<file path="src/rtl/ata_dma_pkg.sv">
package ata_dma_pkg;

    typedef enum logic [3:0] {
        S_IDLE,
        S_ARM,
        S_PARAM,
        S_CMD,
        S_XFER,
        S_WAIT_INT,
        S_DISARM,
        S_RD_STAT,
        S_RD_ERR,
        S_DONE
    } seq_state_e;

    // task-file addresses decoded by the device
    localparam logic [2:0] TF_FEAT    = 3'd1;
    localparam logic [2:0] TF_COUNT   = 3'd2;
    localparam logic [2:0] TF_SECTOR  = 3'd3;
    localparam logic [2:0] TF_CYL_LO  = 3'd4;
    localparam logic [2:0] TF_CYL_HI  = 3'd5;
    localparam logic [2:0] TF_DEVHD   = 3'd6;
    localparam logic [2:0] TF_CMD     = 3'd7;
    localparam logic [2:0] TF_STATUS  = 3'd7;
    localparam logic [2:0] TF_ERROR   = 3'd1;

    localparam logic [7:0] OP_DMA_READ  = 8'hC8;
    localparam logic [7:0] OP_DMA_WRITE = 8'hCA;

    localparam int unsigned PARAM_WRITES = 6;

    typedef struct packed {
        logic        write;
        logic [7:0]  feat;
        logic [7:0]  count;
        logic [7:0]  sector;
        logic [15:0] cyl;
        logic [7:0]  devhd;
    } cmd_t;

endpackage

</file>
<file path="src/rtl/ata_dma_wordcnt.sv">
module ata_dma_wordcnt #(
    parameter int unsigned SECT_WORDS = 256,
    parameter int unsigned CNT_W      = 8
) (
    input  logic             clk,
    input  logic             rst_n,
    input  logic             load_i,
    input  logic [CNT_W-1:0] count_i,
    input  logic             dec_i,
    output logic             last_o
);
    localparam int unsigned WC_W = $clog2(SECT_WORDS * (2 ** CNT_W)) + 1;

    logic [WC_W-1:0] rem_d, rem_q;
    logic [WC_W-1:0] sectors;

    always_comb begin
        sectors = (count_i == '0) ? (WC_W'(1) << CNT_W) : WC_W'(count_i);
        rem_d   = rem_q;
        if (load_i) begin
            rem_d = sectors * WC_W'(SECT_WORDS);
        end else if (dec_i && rem_q != '0) begin
            rem_d = rem_q - WC_W'(1);
        end
    end

    always_ff @(posedge clk) begin
        if (!rst_n) rem_q <= '0;
        else        rem_q <= rem_d;
    end

    assign last_o = (rem_q == WC_W'(1));
endmodule

</file>
<file path="src/rtl/ata_dma_wdog.sv">
module ata_dma_wdog #(
    parameter int unsigned WDOG_W = 24
) (
    input  logic              clk,
    input  logic              rst_n,
    input  logic              clear_i,
    input  logic              run_i,
    input  logic [WDOG_W-1:0] limit_i,
    output logic              expired_o
);
    logic [WDOG_W-1:0] cnt_d, cnt_q;

    always_comb begin
        cnt_d = cnt_q;
        if (clear_i)                  cnt_d = '0;
        else if (run_i && ~&cnt_q)    cnt_d = cnt_q + WDOG_W'(1);
    end

    always_ff @(posedge clk) begin
        if (!rst_n) cnt_q <= '0;
        else        cnt_q <= cnt_d;
    end

    assign expired_o = run_i && !clear_i && (cnt_q >= limit_i);
endmodule

</file>
<file path="src/rtl/ata_dma_seq.sv">
module ata_dma_seq
    import ata_dma_pkg::*;
#(
    parameter int unsigned DATA_W     = 16,
    parameter int unsigned SECT_WORDS = 256,
    parameter int unsigned CNT_W      = 8,
    parameter int unsigned WDOG_W     = 24
) (
    input  logic              clk,
    input  logic              rst_n,
    input  logic              cmd_valid,
    output logic              cmd_ready,
    input  logic              cmd_write,
    input  logic [7:0]        cmd_features,
    input  logic [CNT_W-1:0]  cmd_count,
    input  logic [7:0]        cmd_sector,
    input  logic [15:0]       cmd_cylinder,
    input  logic [7:0]        cmd_devhead,
    input  logic [WDOG_W-1:0] wdog_limit,
    output logic              tf_wr,
    output logic              tf_rd,
    output logic [2:0]        tf_addr,
    output logic [7:0]        tf_wdata,
    input  logic [7:0]        tf_rdata,
    output logic              chan_arm,
    input  logic              dmarq,
    output logic              dack,
    input  logic              intrq,
    output logic [DATA_W-1:0] dev_wdata,
    input  logic [DATA_W-1:0] dev_rdata,
    input  logic              src_valid,
    output logic              src_ready,
    input  logic [DATA_W-1:0] src_data,
    output logic              snk_valid,
    input  logic              snk_ready,
    output logic [DATA_W-1:0] snk_data,
    output logic              done,
    output logic              err,
    output logic              timeout,
    output logic [7:0]        err_code
);
    localparam int unsigned PIDX_W = $clog2(PARAM_WRITES);

    typedef struct packed {
        seq_state_e        st;
        cmd_t              cmd;
        logic [PIDX_W-1:0] pidx;
        logic              armed;
        logic              err;
        logic              tout;
        logic [7:0]        ecode;
    } regs_t;

    regs_t r_d, r_q;

    logic xfer, wc_load, wc_last, wd_clear, wd_run, wd_expired;

    ata_dma_wordcnt #(
        .SECT_WORDS (SECT_WORDS),
        .CNT_W      (CNT_W)
    ) i_wordcnt (
        .clk     (clk),
        .rst_n   (rst_n),
        .load_i  (wc_load),
        .count_i (cmd_count),
        .dec_i   (xfer),
        .last_o  (wc_last)
    );

    ata_dma_wdog #(
        .WDOG_W (WDOG_W)
    ) i_wdog (
        .clk       (clk),
        .rst_n     (rst_n),
        .clear_i   (wd_clear),
        .run_i     (wd_run),
        .limit_i   (wdog_limit),
        .expired_o (wd_expired)
    );

    always_comb begin
        r_d      = r_q;
        tf_wr    = 1'b0;
        tf_rd    = 1'b0;
        tf_addr  = '0;
        tf_wdata = '0;
        xfer     = 1'b0;
        wc_load  = 1'b0;
        wd_clear = 1'b0;
        wd_run   = 1'b0;

        unique case (r_q.st)
            S_IDLE: begin
                if (cmd_valid) begin
                    r_d.cmd.write  = cmd_write;
                    r_d.cmd.feat   = cmd_features;
                    r_d.cmd.count  = 8'(cmd_count);
                    r_d.cmd.sector = cmd_sector;
                    r_d.cmd.cyl    = cmd_cylinder;
                    r_d.cmd.devhd  = cmd_devhead;
                    r_d.err        = 1'b0;
                    r_d.tout       = 1'b0;
                    r_d.ecode      = '0;
                    wc_load        = 1'b1;
                    r_d.st         = S_ARM;
                end
            end
            S_ARM: begin
                // channel goes live before any register is touched
                r_d.armed = 1'b1;
                r_d.pidx  = '0;
                r_d.st    = S_PARAM;
            end
            S_PARAM: begin
                tf_wr = 1'b1;
                case (r_q.pidx)
                    PIDX_W'(0): begin tf_addr = TF_FEAT;   tf_wdata = r_q.cmd.feat;       end
                    PIDX_W'(1): begin tf_addr = TF_COUNT;  tf_wdata = r_q.cmd.count;      end
                    PIDX_W'(2): begin tf_addr = TF_SECTOR; tf_wdata = r_q.cmd.sector;     end
                    PIDX_W'(3): begin tf_addr = TF_CYL_LO; tf_wdata = r_q.cmd.cyl[7:0];   end
                    PIDX_W'(4): begin tf_addr = TF_CYL_HI; tf_wdata = r_q.cmd.cyl[15:8];  end
                    default:    begin tf_addr = TF_DEVHD;  tf_wdata = r_q.cmd.devhd;      end
                endcase
                if (r_q.pidx == PIDX_W'(PARAM_WRITES - 1)) r_d.st = S_CMD;
                else                                       r_d.pidx = r_q.pidx + PIDX_W'(1);
            end
            S_CMD: begin
                tf_wr    = 1'b1;
                tf_addr  = TF_CMD;
                tf_wdata = r_q.cmd.write ? OP_DMA_WRITE : OP_DMA_READ;
                wd_clear = 1'b1;
                r_d.st   = S_XFER;
            end
            S_XFER: begin
                wd_run = 1'b1;
                if (intrq) begin
                    // interrupt before the final word: premature completion
                    r_d.err = 1'b1;
                    r_d.st  = S_DISARM;
                end else begin
                    xfer = dmarq && (r_q.cmd.write ? src_valid : snk_ready);
                    if (xfer) begin
                        wd_clear = 1'b1;
                        if (wc_last) r_d.st = S_WAIT_INT;
                    end else if (wd_expired) begin
                        r_d.err  = 1'b1;
                        r_d.tout = 1'b1;
                        r_d.st   = S_DISARM;
                    end
                end
            end
            S_WAIT_INT: begin
                wd_run = 1'b1;
                if (intrq) begin
                    r_d.st = S_DISARM;
                end else if (wd_expired) begin
                    r_d.err  = 1'b1;
                    r_d.tout = 1'b1;
                    r_d.st   = S_DISARM;
                end
            end
            S_DISARM: begin
                r_d.armed = 1'b0;
                r_d.st    = r_q.tout ? S_DONE : S_RD_STAT;
            end
            S_RD_STAT: begin
                tf_rd   = 1'b1;
                tf_addr = TF_STATUS;
                if (tf_rdata[0]) begin
                    r_d.err = 1'b1;
                    r_d.st  = S_RD_ERR;
                end else begin
                    r_d.st  = S_DONE;
                end
            end
            S_RD_ERR: begin
                tf_rd     = 1'b1;
                tf_addr   = TF_ERROR;
                r_d.ecode = tf_rdata;
                r_d.st    = S_DONE;
            end
            S_DONE: begin
                r_d.st = S_IDLE;
            end
            default: begin
                r_d.st    = S_IDLE;
                r_d.armed = 1'b0;
            end
        endcase
    end

    always_ff @(posedge clk) begin
        if (!rst_n) begin
            r_q       <= '0;
            r_q.st    <= S_IDLE;
        end else begin
            r_q       <= r_d;
        end
    end

    assign cmd_ready = (r_q.st == S_IDLE);
    assign done      = (r_q.st == S_DONE);
    assign err       = r_q.err;
    assign timeout   = r_q.tout;
    assign err_code  = r_q.ecode;
    assign chan_arm  = r_q.armed;
    assign dack      = xfer;
    assign src_ready = xfer && r_q.cmd.write;
    assign snk_valid = xfer && !r_q.cmd.write;
    assign dev_wdata = src_data;
    assign snk_data  = dev_rdata;
endmodule

</file>
<file path="config.mk">
export PLATFORM = sky130hd
export DESIGN_NAME = ata_dma_seq
export DESIGN_NICKNAME = d
export VERILOG_FILES = /design/src/rtl/ata_dma_pkg.sv /design/src/rtl/ata_dma_wordcnt.sv /design/src/rtl/ata_dma_wdog.sv /design/src/rtl/ata_dma_seq.sv
export SDC_FILE = /design/constraint.sdc
export NUM_CORES = 1
export LEC_CHECK = 0
export BUFFER_PORTS_ARGS = -buffer_cell sky130_fd_sc_hd__buf_4
export CORE_ASPECT_RATIO = 1.25
export CORE_MARGIN = 5
export CORE_UTILIZATION = 45
export CTS_CLUSTER_SIZE = 24
export DETAILED_ROUTE_END_ITERATION = 7
export HOLD_SLACK_MARGIN = 0.02
export PLACE_DENSITY_LB_ADDON = 0.2
export SLEW_MARGIN = 20
export SYNTH_ARGS = -nofsm -noshare
export SYNTH_HDL_FRONTEND = slang
export SYNTH_SLANG_ARGS = --single-unit
export TNS_END_PERCENT = 30
</file>
<file path="constraint.sdc">
create_clock -name clk -period 8.1 [get_ports clk]
set_input_delay 0 -clock clk [delete_from_list [all_inputs] [get_ports clk]]
set_output_delay 0 -clock clk [all_outputs]
set_load 0.01 [all_outputs]
</file>
# After elaboration in Yosys (flattened, before gate mapping)
# Cells that the tools add are included.
[totals] inputBits=120 ff_bits=108 output_inout_bits=61 elab_cells=119
[op_classes] addsub=3 eq_ne=24 magnitude_cmp=1 bitwise_logic=1 n_reduce_logical=33 muxes=42
[op_table] operator="$mux 53" n=1
[op_table] operator="$pmux 8 s5" n=1
[op_table] operator="$pmux 4 s9" n=1
[op_table] operator="$mux 17" n=2
[op_table] operator="$pmux 8 s2" n=2
[op_table] operator="$mux 4" n=7
[op_table] operator="$add 24x1->24 const B" n=1
[op_table] operator="$ge 24x24->1" n=1
[op_table] operator="$reduce_and 24->1" n=1
[op_table] operator="$eq 17x1->1 const B" n=1
[op_table] operator="$reduce_bool 17->1" n=1
[op_table] operator="$sub 17x1->17 const B" n=1
[op_table] operator="$eq 4x3->1 const B" n=4
[op_table] operator="$pmux 3 s5" n=1
[op_table] operator="$mux 1" n=14
[op_table] operator="$ne 2x2->1 const B" n=7
[op_table] operator="$reduce_or 2->1" n=6
[op_table] operator="$mux 10" n=1
[op_table] operator="$reduce_and 5->1" n=2
[op_table] operator="$mux 9" n=1
[op_table] operator="$pmux 3 s3" n=1
[op_table] operator="$eq 4x2->1 const B" n=2
[op_table] operator="$eq 4x4->1 const B" n=2
[op_table] operator="$logic_not 8->1" n=1
[op_table] operator="other kinds (24)" n=42

# Longest topological paths before layout
[depth] ltp_word=12 mapped_depth=9 depth_no_buf=8

# Hierarchy
# Synthesis repeated with hierarchy kept, for this count alone.
[unflattened] hier_cells=815 area_unflattened_um2=6565.0
[modules_own_cells] mod="ata_dma_seq" cells_per_inst=458 seq_area_each_um2=1341.3 instances=1 area_per_inst_um2=3649.8
[modules_own_cells] mod="ata_dma_wdog" cells_per_inst=227 seq_area_each_um2=480.5 instances=1 area_per_inst_um2=1845.5
[modules_own_cells] mod="ata_dma_wordcnt" cells_per_inst=130 seq_area_each_um2=340.3 instances=1 area_per_inst_um2=1069.8

# Worst setup path before layout
# OpenSTA, ideal clock, no wires.
[synth_timing] path_type="register to register" startpoint="register r_q[63] in the netlist's numbering" endpoint="register i_wordcnt.rem_q[13]" synth_period_minus_slack_ps=2547 n_path_buf=2 path_stages_with_launch=10 setup_slack_ps=5553 required_time_ps=8026 arrival_time_ps=2473 setup_time_ps=74 path_cell_list="dfxtp_1 -> buf_6 -> or4b_1 -> or4_1 -> buf_6 -> clkinv_8 -> nand2_4 -> or2_4 -> or4_4 -> a31oi_1"
[synth_via] elab_chain_cells=4 elab_cells_between_ends=7 cone_classes="eq/ne (1); mux (3); reduce/logical (3)"
[synth_rtl] item="start: declaration" line="ata_dma_seq.sv:54" text="regs_t r_d, r_q;"
[synth_rtl] item="start signal: assignment" line="ata_dma_seq.sv:197" text="r_q <= r_d;"
[synth_rtl] item="$eq 4x3->1" line="ata_dma_seq.sv:92" text="unique case (r_q.st)"
[synth_rtl] item="$mux 1" line="ata_dma_seq.sv:92"
[synth_rtl] item="via dack" line="ata_dma_seq.sv:27" text="output logic dack,"
[synth_rtl] item="$logic_and 1x1->1" line="ata_dma_wordcnt.sv:22" text="end else if (dec_i && rem_q != '0) begin"
[synth_rtl] item="$reduce_bool 2->1 (no source line)"
[synth_rtl] item="end signal: assignment" line="ata_dma_wordcnt.sv:29" text="else rem_q <= rem_d;"
[synth_rtl] item="end: declaration" line="ata_dma_wordcnt.sv:14" text="logic [WC_W-1:0] rem_d, rem_q;"
# The timed path passes the listed nets, and every way through them passes these cells.
# A chain may end at the register's enable or synchronous reset.

# Worst setup path after layout
[layout_timing] startpoint="register r_q[65] in the netlist's numbering" endpoint="register i_wordcnt.rem_q[13]"
[layout_via] elab_chain_cells=4 elab_cells_between_ends=7 cone_classes="eq/ne (1); mux (3); reduce/logical (3)"
[layout_rtl] item="$eq 4x3->1" line="ata_dma_seq.sv:92"
[layout_rtl] item="$mux 1" line="ata_dma_seq.sv:92"
[layout_rtl] item="$logic_and 1x1->1" line="ata_dma_wordcnt.sv:22"
[layout_rtl] item="$reduce_bool 2->1 (no source line)"
# Parallel ways exist; a longest one is shown, timed or not.

==> metrics <==
Total GRT Usage 0.212; YS warnings 0; vias in the first global route between 5000 and 6000; die height between 100 and 150 um; CTS root buf clkbuf_16; Top Layer Used met4; Synth Flop Type dfxtp_1; critical path class register to register; final worst setup slack 4.98 ns; metal2 WL 8.95 mm; WP data required 8.38 ns; cts bufs inserted 9; worst setup path startpoint r_q[65]$_SDFFE_PN0P_; die area approximately 16000 um2; clock share of power 0.359; power per cell area roughly 160 nW/um2; Final Max Tran Viols 0; final hold vios 0; syn_area_per_cell 7.74 um2; CTS H-tree depth 3; Synth area leaders dfxtp_1, nand2_1, a21oi_1; part of the power in combinational logic 0.175; most common cell after layout, fill and taps aside nand2_1; initial DRC count 341; Power Internal roughly 900 uW; switching power total roughly 340 uW; sequential share of the synthesized area 0.365; fin nets 1065; fin crit share 0.385; fin crit period 3.12 ns; beginning of the worst hold path dmarq; Slew headroom 0.472; EDFF count, synth 0; clock sink count 108; Top Ports 181; worst-margin pin slew 0.790 ns; post-DR wirelength/cell between 15 and 20 um; Final Skew 0.00617 ns; Detailed Place HPWL 11.6 mm; worst-path maximum fanout 21; Vias 5929; port bufs 116; post-CTS setup repair buffer count 0; initial antenna violation count 0; CTS tree built; Filler Cell Count 1143; DR vias/cell 5.46; DR WL met3 935 um; Initial Util 0.464; status completed; Mapped Cells 765; Mapped Nets 917; Mapped Area 5920 um2; final setup fails 0; pre-CTS setup slack 5.01 ns; met1 WL 6.83 mm; Yosys top cell area share 0.365; commonest non-fill, non-tap cells in the layout nand2_1, buf_4, dfxtp_1; n_diodes 0; core area around 13000 um2; layout cells sized above 1 0.162; clock buffer depth 2; Seq pwr share 0.466; post-synth cell types between 50 and 60; DIE WIDTH 113 um; RSZ-0062 raised after global routing no; #FFs+latches synth 108; crit path capture type register; fmax ~320 MHz; grt ovf 0; Final TNS setup 0 ns; VDD IR max slightly above 100 uV; Rows 46; number of remaining DRC errors 0; Max-Cap Viols 0; R2R Path Start r_q[65]$_SDFFE_PN0P_; switching part of the total 0.274; hold crit path type input port to register; Async S/R FF share, synth 0; routability cong. 0.901; area delta synth->final 32.3%; clock slew at reported path FFs 0.07 ns; CP Data Arrival Time between 3 and 4 ns; final WL approximately 17 mm; Pre-antenna DRT Iters 7; leading area contributor after synthesis dfxtp_1; global-route wire length before repair 27.7 mm; clk_lat worst skew 0.36 ns; Critical Path Start Type register; largest net degree at the start of global routing 62; reg-to-reg slack, setup 4.98 ns; Post-DRT Antenna Nets 0; Lkg Pwr 0.00320 uW
## registers in the layout, summed over array words and instances, names as in the netlist
register / cells
i_wordcnt.rem_q: 17
r_q: 56
chan_arm: 1
err_code: 8
timeout: 1
err: 1
i_wdog.cnt_q: 24
## layout make-up
| class | instances | area [um2] | area share |
|---|---|---|---|
| clock buffers | 10 | 229 | 0.0292 |
| clock inverters | 6 | 72.6 | 0.00926 |
| inverters | 42 | 170 | 0.0217 |
| multi-input cells | 537 | 3150 | 0.401 |
| flip-flops and latches | 108 | 2160 | 0.276 |
| well taps | 168 | 210 | 0.0268 |
| repair buffers | 215 | 1850 | 0.236 |
## final timing paths
kind,endpoint,cells past startpoint
max reg2reg,i_wordcnt.rem_q[13]$_SDFFE_PN0P_,7
min reg2reg,r_q[15]$_SDFFE_PN0P_,2
max,i_wordcnt.rem_q[13]$_SDFFE_PN0P_,7
min,timeout$_SDFFE_PN0P_,4
## layer usage
layer / up-vias / GRT usage
li1: 2939 / -
met3: 26 / 0.0306
met4: 0 / 0.0753
met2: 187 / 0.386
met5: - / 0
met1: 2777 / 0.250
## stage by stage
stage	hold slack (ns)	cells	util	instance area (um2)	total power (uW)
CTS	0.0641	1086	0.613	7830	1250
finish	0.0746	1086	0.613	7840	1240
global route	0.144	1086	0.613	7840	1300
detailed placement	0.0000686	976	0.516	6590	765
global placement	0.0000686	976	0.516	6590	760
floorplan	0.0918	765	-	5920	707
## cell families after synthesis
| kind of cell | after synthesis | synth area share |
|---|---|---|
| flops | 108 | 0.365 |
| xor+xnor | 26 | 0.0384 |
| fa+ha+maj | 32 | 0.0676 |
| simple gates | 298 | 0.230 |
| mux | 4 | 0.00718 |
| compound gates | 177 | 0.185 |
| buf+inv | 120 | 0.106 |
## cell usage after synthesis (all sizes together) (5+ instances only)
library cell  number
a21oi             88
a221oi             5
a222oi             7
a22oi             14
a31oi              6
and4               5
buf               44
clkbuf            34
dfxtp            108
ha                32
inv               41
nand2            127
nand3             20
nand4              8
nor2              68
nor2b              5
nor3              19
nor4              12
o211ai             6
o21ai             24
o311ai             5
or3               12
xnor2             20
xor2               6
## power groups by stage
| stage | clock network, uW | logic [uW] | registers (uW) |
|---|---|---|---|
| after floorplan | 0 | 127 | 580 |
| after global placement | 0 | 170 | 591 |
| after detailed placement | 0 | 174 | 591 |
| after CTS | 456 | 216 | 579 |
| after global routing | 475 | 240 | 582 |
| final | 447 | 218 | 580 |
## critical path, stage by stage, from the launching register on
cell and delay (ns):
dfxtp_1 0.71, or4b_1 0.51, or4_1 0.69, clkinv_8 0.14, nand2_4 0.07, or2_4 0.27
or4_4 0.49, a31oi_1 0.17
## what timing repair did
item	4_1_cts	5_1_grt
gates resized for setup	0	0
hold buffers	94	0
endpoints found under the hold margin	99	0
setup endpoints to repair	0	0
No activity file was read; power rests on OpenSTA's default activity.
